==> src/rtl/prot_wr_seq_pkg.sv <==
package prot_wr_seq_pkg;

    typedef enum logic {
        SEQ_IDLE  = 1'b0,
        SEQ_ARMED = 1'b1
    } seq_state_e;

    typedef struct packed {
        logic is_cmd;
        logic is_stat;
        logic is_spec;
    } addr_class_t;

endpackage

==> src/rtl/prot_wr_seq_decode.sv <==
module prot_wr_seq_decode
    import prot_wr_seq_pkg::*;
#(
    parameter int AW = 12,
    parameter int NUM_SPEC = 3,
    parameter logic [AW-1:0] CMD_ADDR = 12'h0F0,
    parameter logic [AW-1:0] STAT_ADDR = 12'h0F2,
    parameter logic [NUM_SPEC*AW-1:0] SPEC_ADDRS = {12'h0AC, 12'h0A8, 12'h0A4}
) (
    input  logic [AW-1:0]       addr,
    output logic [NUM_SPEC-1:0] spec_hit,
    output addr_class_t         cls
);

    genvar gi;
    generate
        for (gi = 0; gi < NUM_SPEC; gi++) begin : g_spec_cmp
            assign spec_hit[gi] = (addr == SPEC_ADDRS[gi*AW +: AW]);
        end
    endgenerate

    always_comb begin
        cls.is_cmd  = (addr == CMD_ADDR);
        cls.is_stat = (addr == STAT_ADDR);
        cls.is_spec = |spec_hit;
    end

endmodule

==> src/rtl/prot_wr_seq_fsm.sv <==
module prot_wr_seq_fsm
    import prot_wr_seq_pkg::*;
(
    input  logic clk,
    input  logic rst_n,
    input  logic per_wr,
    input  logic is_cmd,
    input  logic is_spec,
    output logic armed,
    output logic allow_spec,
    output logic err_set
);

    seq_state_e state_q, state_d;

    always_ff @(posedge clk) begin
        if (!rst_n) state_q <= SEQ_IDLE;
        else        state_q <= state_d;
    end

    always_comb begin
        state_d = state_q;
        unique case (state_q)
            SEQ_IDLE:  if (per_wr && is_cmd) state_d = SEQ_ARMED;
            SEQ_ARMED: if (per_wr)           state_d = SEQ_IDLE;
            default:                         state_d = SEQ_IDLE;
        endcase
    end

    always_comb begin
        armed      = (state_q == SEQ_ARMED);
        allow_spec = 1'b0;
        err_set    = 1'b0;
        unique case (state_q)
            SEQ_IDLE: begin
                err_set = per_wr && is_spec;
            end
            SEQ_ARMED: begin
                allow_spec = per_wr && is_spec;
                err_set    = per_wr && !is_spec;
            end
            default: begin
                allow_spec = 1'b0;
                err_set    = 1'b0;
            end
        endcase
    end

    // a write while armed always returns the sequence to idle
    assert_armed_consumed_R7: assert property (@(posedge clk) disable iff (!rst_n)
        (armed && per_wr) |=> !armed);

    // no peripheral write means no state change
    assert_hold_without_write_R6: assert property (@(posedge clk) disable iff (!rst_n)
        !per_wr |=> $stable(armed));

endmodule

==> src/rtl/prot_wr_seq_status.sv <==
module prot_wr_seq_status (
    input  logic       clk,
    input  logic       rst_n,
    input  logic       stat_wr,
    input  logic       stat_rd,
    input  logic       bitop,
    input  logic [2:0] bitpos,
    input  logic [7:0] wdata,
    input  logic       err_set,
    output logic       perr,
    output logic [7:0] rd_data
);

    logic lane_val;
    logic clr_req;

    always_comb begin
        lane_val = bitop ? wdata[bitpos] : wdata[0];
        clr_req  = stat_wr && (!bitop || (bitpos == 3'd0)) && !lane_val;
    end

    always_ff @(posedge clk) begin
        if (!rst_n)       perr <= 1'b0;
        else if (clr_req) perr <= 1'b0;
        else if (err_set) perr <= 1'b1;
    end

    always_comb begin
        rd_data = stat_rd ? {7'b0, perr} : 8'h00;
    end

    // an explicit clear wins over a simultaneous error
    assert_clear_wins_R10: assert property (@(posedge clk) disable iff (!rst_n)
        clr_req |=> !perr);

    // the flag only rises when hardware reports an error
    assert_rise_needs_err_R9: assert property (@(posedge clk) disable iff (!rst_n)
        (!perr && !err_set) |=> !perr);

    // upper status bits always read as zero
    assert_upper_zero_R8: assert property (@(posedge clk) disable iff (!rst_n)
        rd_data[7:1] == 7'b0);

endmodule

==> src/rtl/prot_wr_seq.sv <==
module prot_wr_seq
    import prot_wr_seq_pkg::*;
#(
    parameter int AW = 12,
    parameter int NUM_SPEC = 3,
    parameter logic [AW-1:0] CMD_ADDR = 12'h0F0,
    parameter logic [AW-1:0] STAT_ADDR = 12'h0F2,
    parameter logic [NUM_SPEC*AW-1:0] SPEC_ADDRS = {12'h0AC, 12'h0A8, 12'h0A4}
) (
    input  logic                clk,
    input  logic                rst_n,
    input  logic                bus_wr,
    input  logic                bus_rd,
    input  logic                bus_ram,
    input  logic                bus_bitop,
    input  logic [2:0]          bus_bitpos,
    input  logic [AW-1:0]       bus_addr,
    input  logic [7:0]          bus_wdata,
    output logic [NUM_SPEC-1:0] spec_we,
    output logic                perr,
    output logic [7:0]          rd_data
);

    logic [NUM_SPEC-1:0] spec_hit;
    addr_class_t         cls;
    logic                per_wr;
    logic                per_rd;
    logic                armed;
    logic                allow_spec;
    logic                err_set;

    assign per_wr = bus_wr && !bus_ram;
    assign per_rd = bus_rd && !bus_wr && !bus_ram;

    prot_wr_seq_decode #(
        .AW(AW), .NUM_SPEC(NUM_SPEC), .CMD_ADDR(CMD_ADDR),
        .STAT_ADDR(STAT_ADDR), .SPEC_ADDRS(SPEC_ADDRS)
    ) u_decode (
        .addr     (bus_addr),
        .spec_hit (spec_hit),
        .cls      (cls)
    );

    prot_wr_seq_fsm u_fsm (
        .clk        (clk),
        .rst_n      (rst_n),
        .per_wr     (per_wr),
        .is_cmd     (cls.is_cmd),
        .is_spec    (cls.is_spec),
        .armed      (armed),
        .allow_spec (allow_spec),
        .err_set    (err_set)
    );

    prot_wr_seq_status u_status (
        .clk     (clk),
        .rst_n   (rst_n),
        .stat_wr (per_wr && cls.is_stat),
        .stat_rd (per_rd && cls.is_stat),
        .bitop   (bus_bitop),
        .bitpos  (bus_bitpos),
        .wdata   (bus_wdata),
        .err_set (err_set),
        .perr    (perr),
        .rd_data (rd_data)
    );

    assign spec_we = spec_hit & {NUM_SPEC{allow_spec}};

    // never more than one special register enabled
    assert_we_onehot_R2: assert property (@(posedge clk) disable iff (!rst_n)
        $onehot0(spec_we));

    // an enable needs the sequence armed
    assert_we_needs_arm_R3: assert property (@(posedge clk) disable iff (!rst_n)
        (|spec_we) |-> armed);

    // two enables can never occur back to back
    assert_single_we_R7: assert property (@(posedge clk) disable iff (!rst_n)
        (|spec_we) |=> !(|spec_we));

    // RAM accesses never produce an enable
    assert_ram_no_we_R11: assert property (@(posedge clk) disable iff (!rst_n)
        bus_ram |-> (spec_we == '0));

endmodule

==> config.mk <==
export PLATFORM = sky130hd
export DESIGN_NAME = prot_wr_seq
export DESIGN_NICKNAME = d
export VERILOG_FILES = /design/src/rtl/prot_wr_seq_pkg.sv /design/src/rtl/prot_wr_seq_decode.sv /design/src/rtl/prot_wr_seq_fsm.sv /design/src/rtl/prot_wr_seq_status.sv /design/src/rtl/prot_wr_seq.sv
export SDC_FILE = /design/constraint.sdc
export NUM_CORES = 1
export LEC_CHECK = 0
export ABC_AREA = 1
export BUFFER_PORTS_ARGS = -buffer_cell sky130_fd_sc_hd__buf_2
export CAP_MARGIN = 20
export CORE_MARGIN = 3
export CORE_UTILIZATION = 30
export DETAILED_ROUTE_END_ITERATION = 10
export GPL_TIMING_DRIVEN = 0
export PLACE_DENSITY = 0.73
export SLEW_MARGIN = 5
export SYNTH_ARGS = -nofsm -noshare
export SYNTH_HDL_FRONTEND = slang
export SYNTH_HIERARCHICAL = 1
export SYNTH_SLANG_ARGS = --single-unit
==> constraint.sdc <==
create_clock -name clk -period 5.1 [get_ports clk]
set_input_delay 1.53 -clock clk [delete_from_list [all_inputs] [get_ports clk]]
set_output_delay 1.53 -clock clk [all_outputs]
set_load 0.1 [all_outputs]
==> results.tsv <==
metric	value	unit
clk sink count	2	
worst setup path category	in2out	
pwr dens	161.0	nW/µm²
die area	1799	µm²
core area	1171	µm²
Cells after Synth	81	
endpoints failing hold	0	
initial antenna violation count	0	
WP data required	3.57	ns
max_cap viols	0	
P&R area growth vs syn	48.43	%
Synth async-reset ratio	0	%
dpl ws	0.7330	ns
worst hold slack	0.5434	ns
Total Wirelength	895	µm
H-Tree Depth	1	
number of cells in the finished layout apart from fillers	130	
number of synthesized register bits	2	
share of layout cells above drive strength 1	37.93	%
status	finished, final reports clean	
1st-iter DRT viols	1	
Post-DP Area	568.0	µm²
Leak	0.3727	nW
worst skew pair latency	0.22	ns
CTS Root Cell	clkbuf_4	
sequential fraction of the synthesis area	10.06	%
Initial Util	33.97	%
DRC viols	0	
worst-path fanout max	4	
Overall Global Routing Usage	11.03	%
post-synth cell types	15	
CP endpoint kind	primary output	
Clock Pin Slew Worst Setup and Hold Paths	0.03	ns
min Tclk post-route	4.348	ns
post-synthesis cell area	397.9	µm²
ys flop type	dfxtp_1	
average size of a mapped cell	4.912	µm²
Post-CTS Hold Fix Bufs	0	
first-pass GRT wire length	1573	µm
CP arrival	2.82	ns
RSZ-0062 raised after global routing	no	
Core Rows	12	
DR vias	534	
VDD IR max	0.07924	mV
ant diodes	0	
Synth top area share	17.92	%
CTS tree	done	
Port Buffers	26	
routed length per instance	6.885	µm
Synth area leader	inv_1	
chip width	42.42	µm
Max Slew Vio Count	0	
Synth area leaders	inv_1 (18%), nand2_1 (18%), nor2_1 (16%), buf_4 (13%), dfxtp_1 (10%)	
Final setup viols	0	
global placement routability congestion	0.6506	
Final period util	85.25	%
EDFF count, synth	0	
Post-Route Utilization	50.43	%
list of most frequent post-synthesis cells	inv_1 (19), nand2_1 (19), nor2_1 (17)	
CTS-repair resized insts	0	
Worst Hold Class	reg2reg	
Max Root-Sink Buffers	2	
largest net degree at the start of global routing	6	
Layout fillers	139	
Power Total	0.09509	mW
Routed Antenna Nets	0	
vias in the first global route	440	
final instance area	590.6	µm²
PnR worst setup slack	0.7523	ns
Die H	42.42	µm
Max Clock Freq	230.0	MHz
Nets	147	
synthesis warning total	6	
TritonRoute pass-1 iters	4	
CP Launch Type	primary input	
Ports	41	
gr ovfl total	0	
worst clock skew	0.002819	ns
Num CTS Buffers	3	
DR vias/cell	4.108	
post-DP HPWL	823.3	µm
Fin Setup TNS	0	ns
Placed Cells	127	
postcts setup bufs	0	
==> final timing paths <==
check,startpoint,to,slack [ns],cells after the start
worst min register to register,u_fsm/armed$_SDFF_PN0_,u_fsm/armed$_SDFF_PN0_,0.54,2
worst max-delay path,bus_addr[6],spec_we[0],0.75,11
worst min-delay path,u_fsm/armed$_SDFF_PN0_,u_fsm/armed$_SDFF_PN0_,0.54,2
worst max register to register,u_fsm/armed$_SDFF_PN0_,u_status/perr$_SDFFE_PP0P_,4.27,4
==> area by class of cell <==
| class | instances | area, µm² | area share (%) |
|---|---|---|---|
| Sequential cell | 2 | 40.04 | 6.780 |
| Inverter | 20 | 75.07 | 12.71 |
| Clock buffer | 3 | 22.52 | 3.814 |
| Timing Repair Buffer | 26 | 130.1 | 22.03 |
| Buffer | 7 | 52.55 | 8.898 |
| Multi-Input combinational cell | 58 | 252.7 | 42.80 |
| Tap cell | 14 | 17.52 | 2.966 |
==> report_power, final <==
part	leakage, nW	switching (mW)	internal (mW)
registers	0.0161	0.00000260	0.0158
clock network	0.0138	0.00884	0.0259
logic	0.343	0.0321	0.0125
==> critical path, stage by stage <==
cell	delay [ns]
buf_2	0.10
inv_1	0.04
nand2_1	0.04
nor2_1	0.11
nand2_2	0.09
nor2_1	0.12
nand2_1	0.08
nor2_1	0.15
nand2_1	0.07
inv_1	0.05
buf_2	0.41
==> registers in the layout, summed over array words and instances, names as in the netlist <==
signal	count
u_fsm/armed	1
u_status/perr	1
==> cells in the final DEF (no fill, tap or decap) <==
| master | instances |
|---|---|
| buf_4 | 7 |
| nor2_4 | 1 |
| o21ai_0 | 1 |
| nand2_2 | 2 |
| a21oi_1 | 1 |
| inv_2 | 1 |
| a21oi_2 | 1 |
| nor2_1 | 17 |
| nor2_2 | 3 |
| buf_2 | 26 |
| nand2_1 | 19 |
| dfxtp_1 | 2 |
| nand3_1 | 4 |
| o21ai_1 | 2 |
| clkbuf_4 | 3 |
| conb_1 | 7 |
| inv_1 | 19 |
==> layer usage <==
metal	global-route usage (%)	share of wire (%)
met5	0	0
met4	7.453	0
met3	1.288	8.3
met2	19.45	52
met1	12.06	40
==> kinds of logic (layout without fill, tap and decap cells) <==
group                  Yosys count  count (layout)  share of synthesized area [%]
AO/OA/AOI/OAI                    5               5                          7.231
buffers and inverters           27              56                          32.07
flip-flops                       2               2                          10.06
other                            1               7                         0.9425
AND/OR/NAND/NOR                 46              46                          49.69
(Power assumes the default switching activity.)
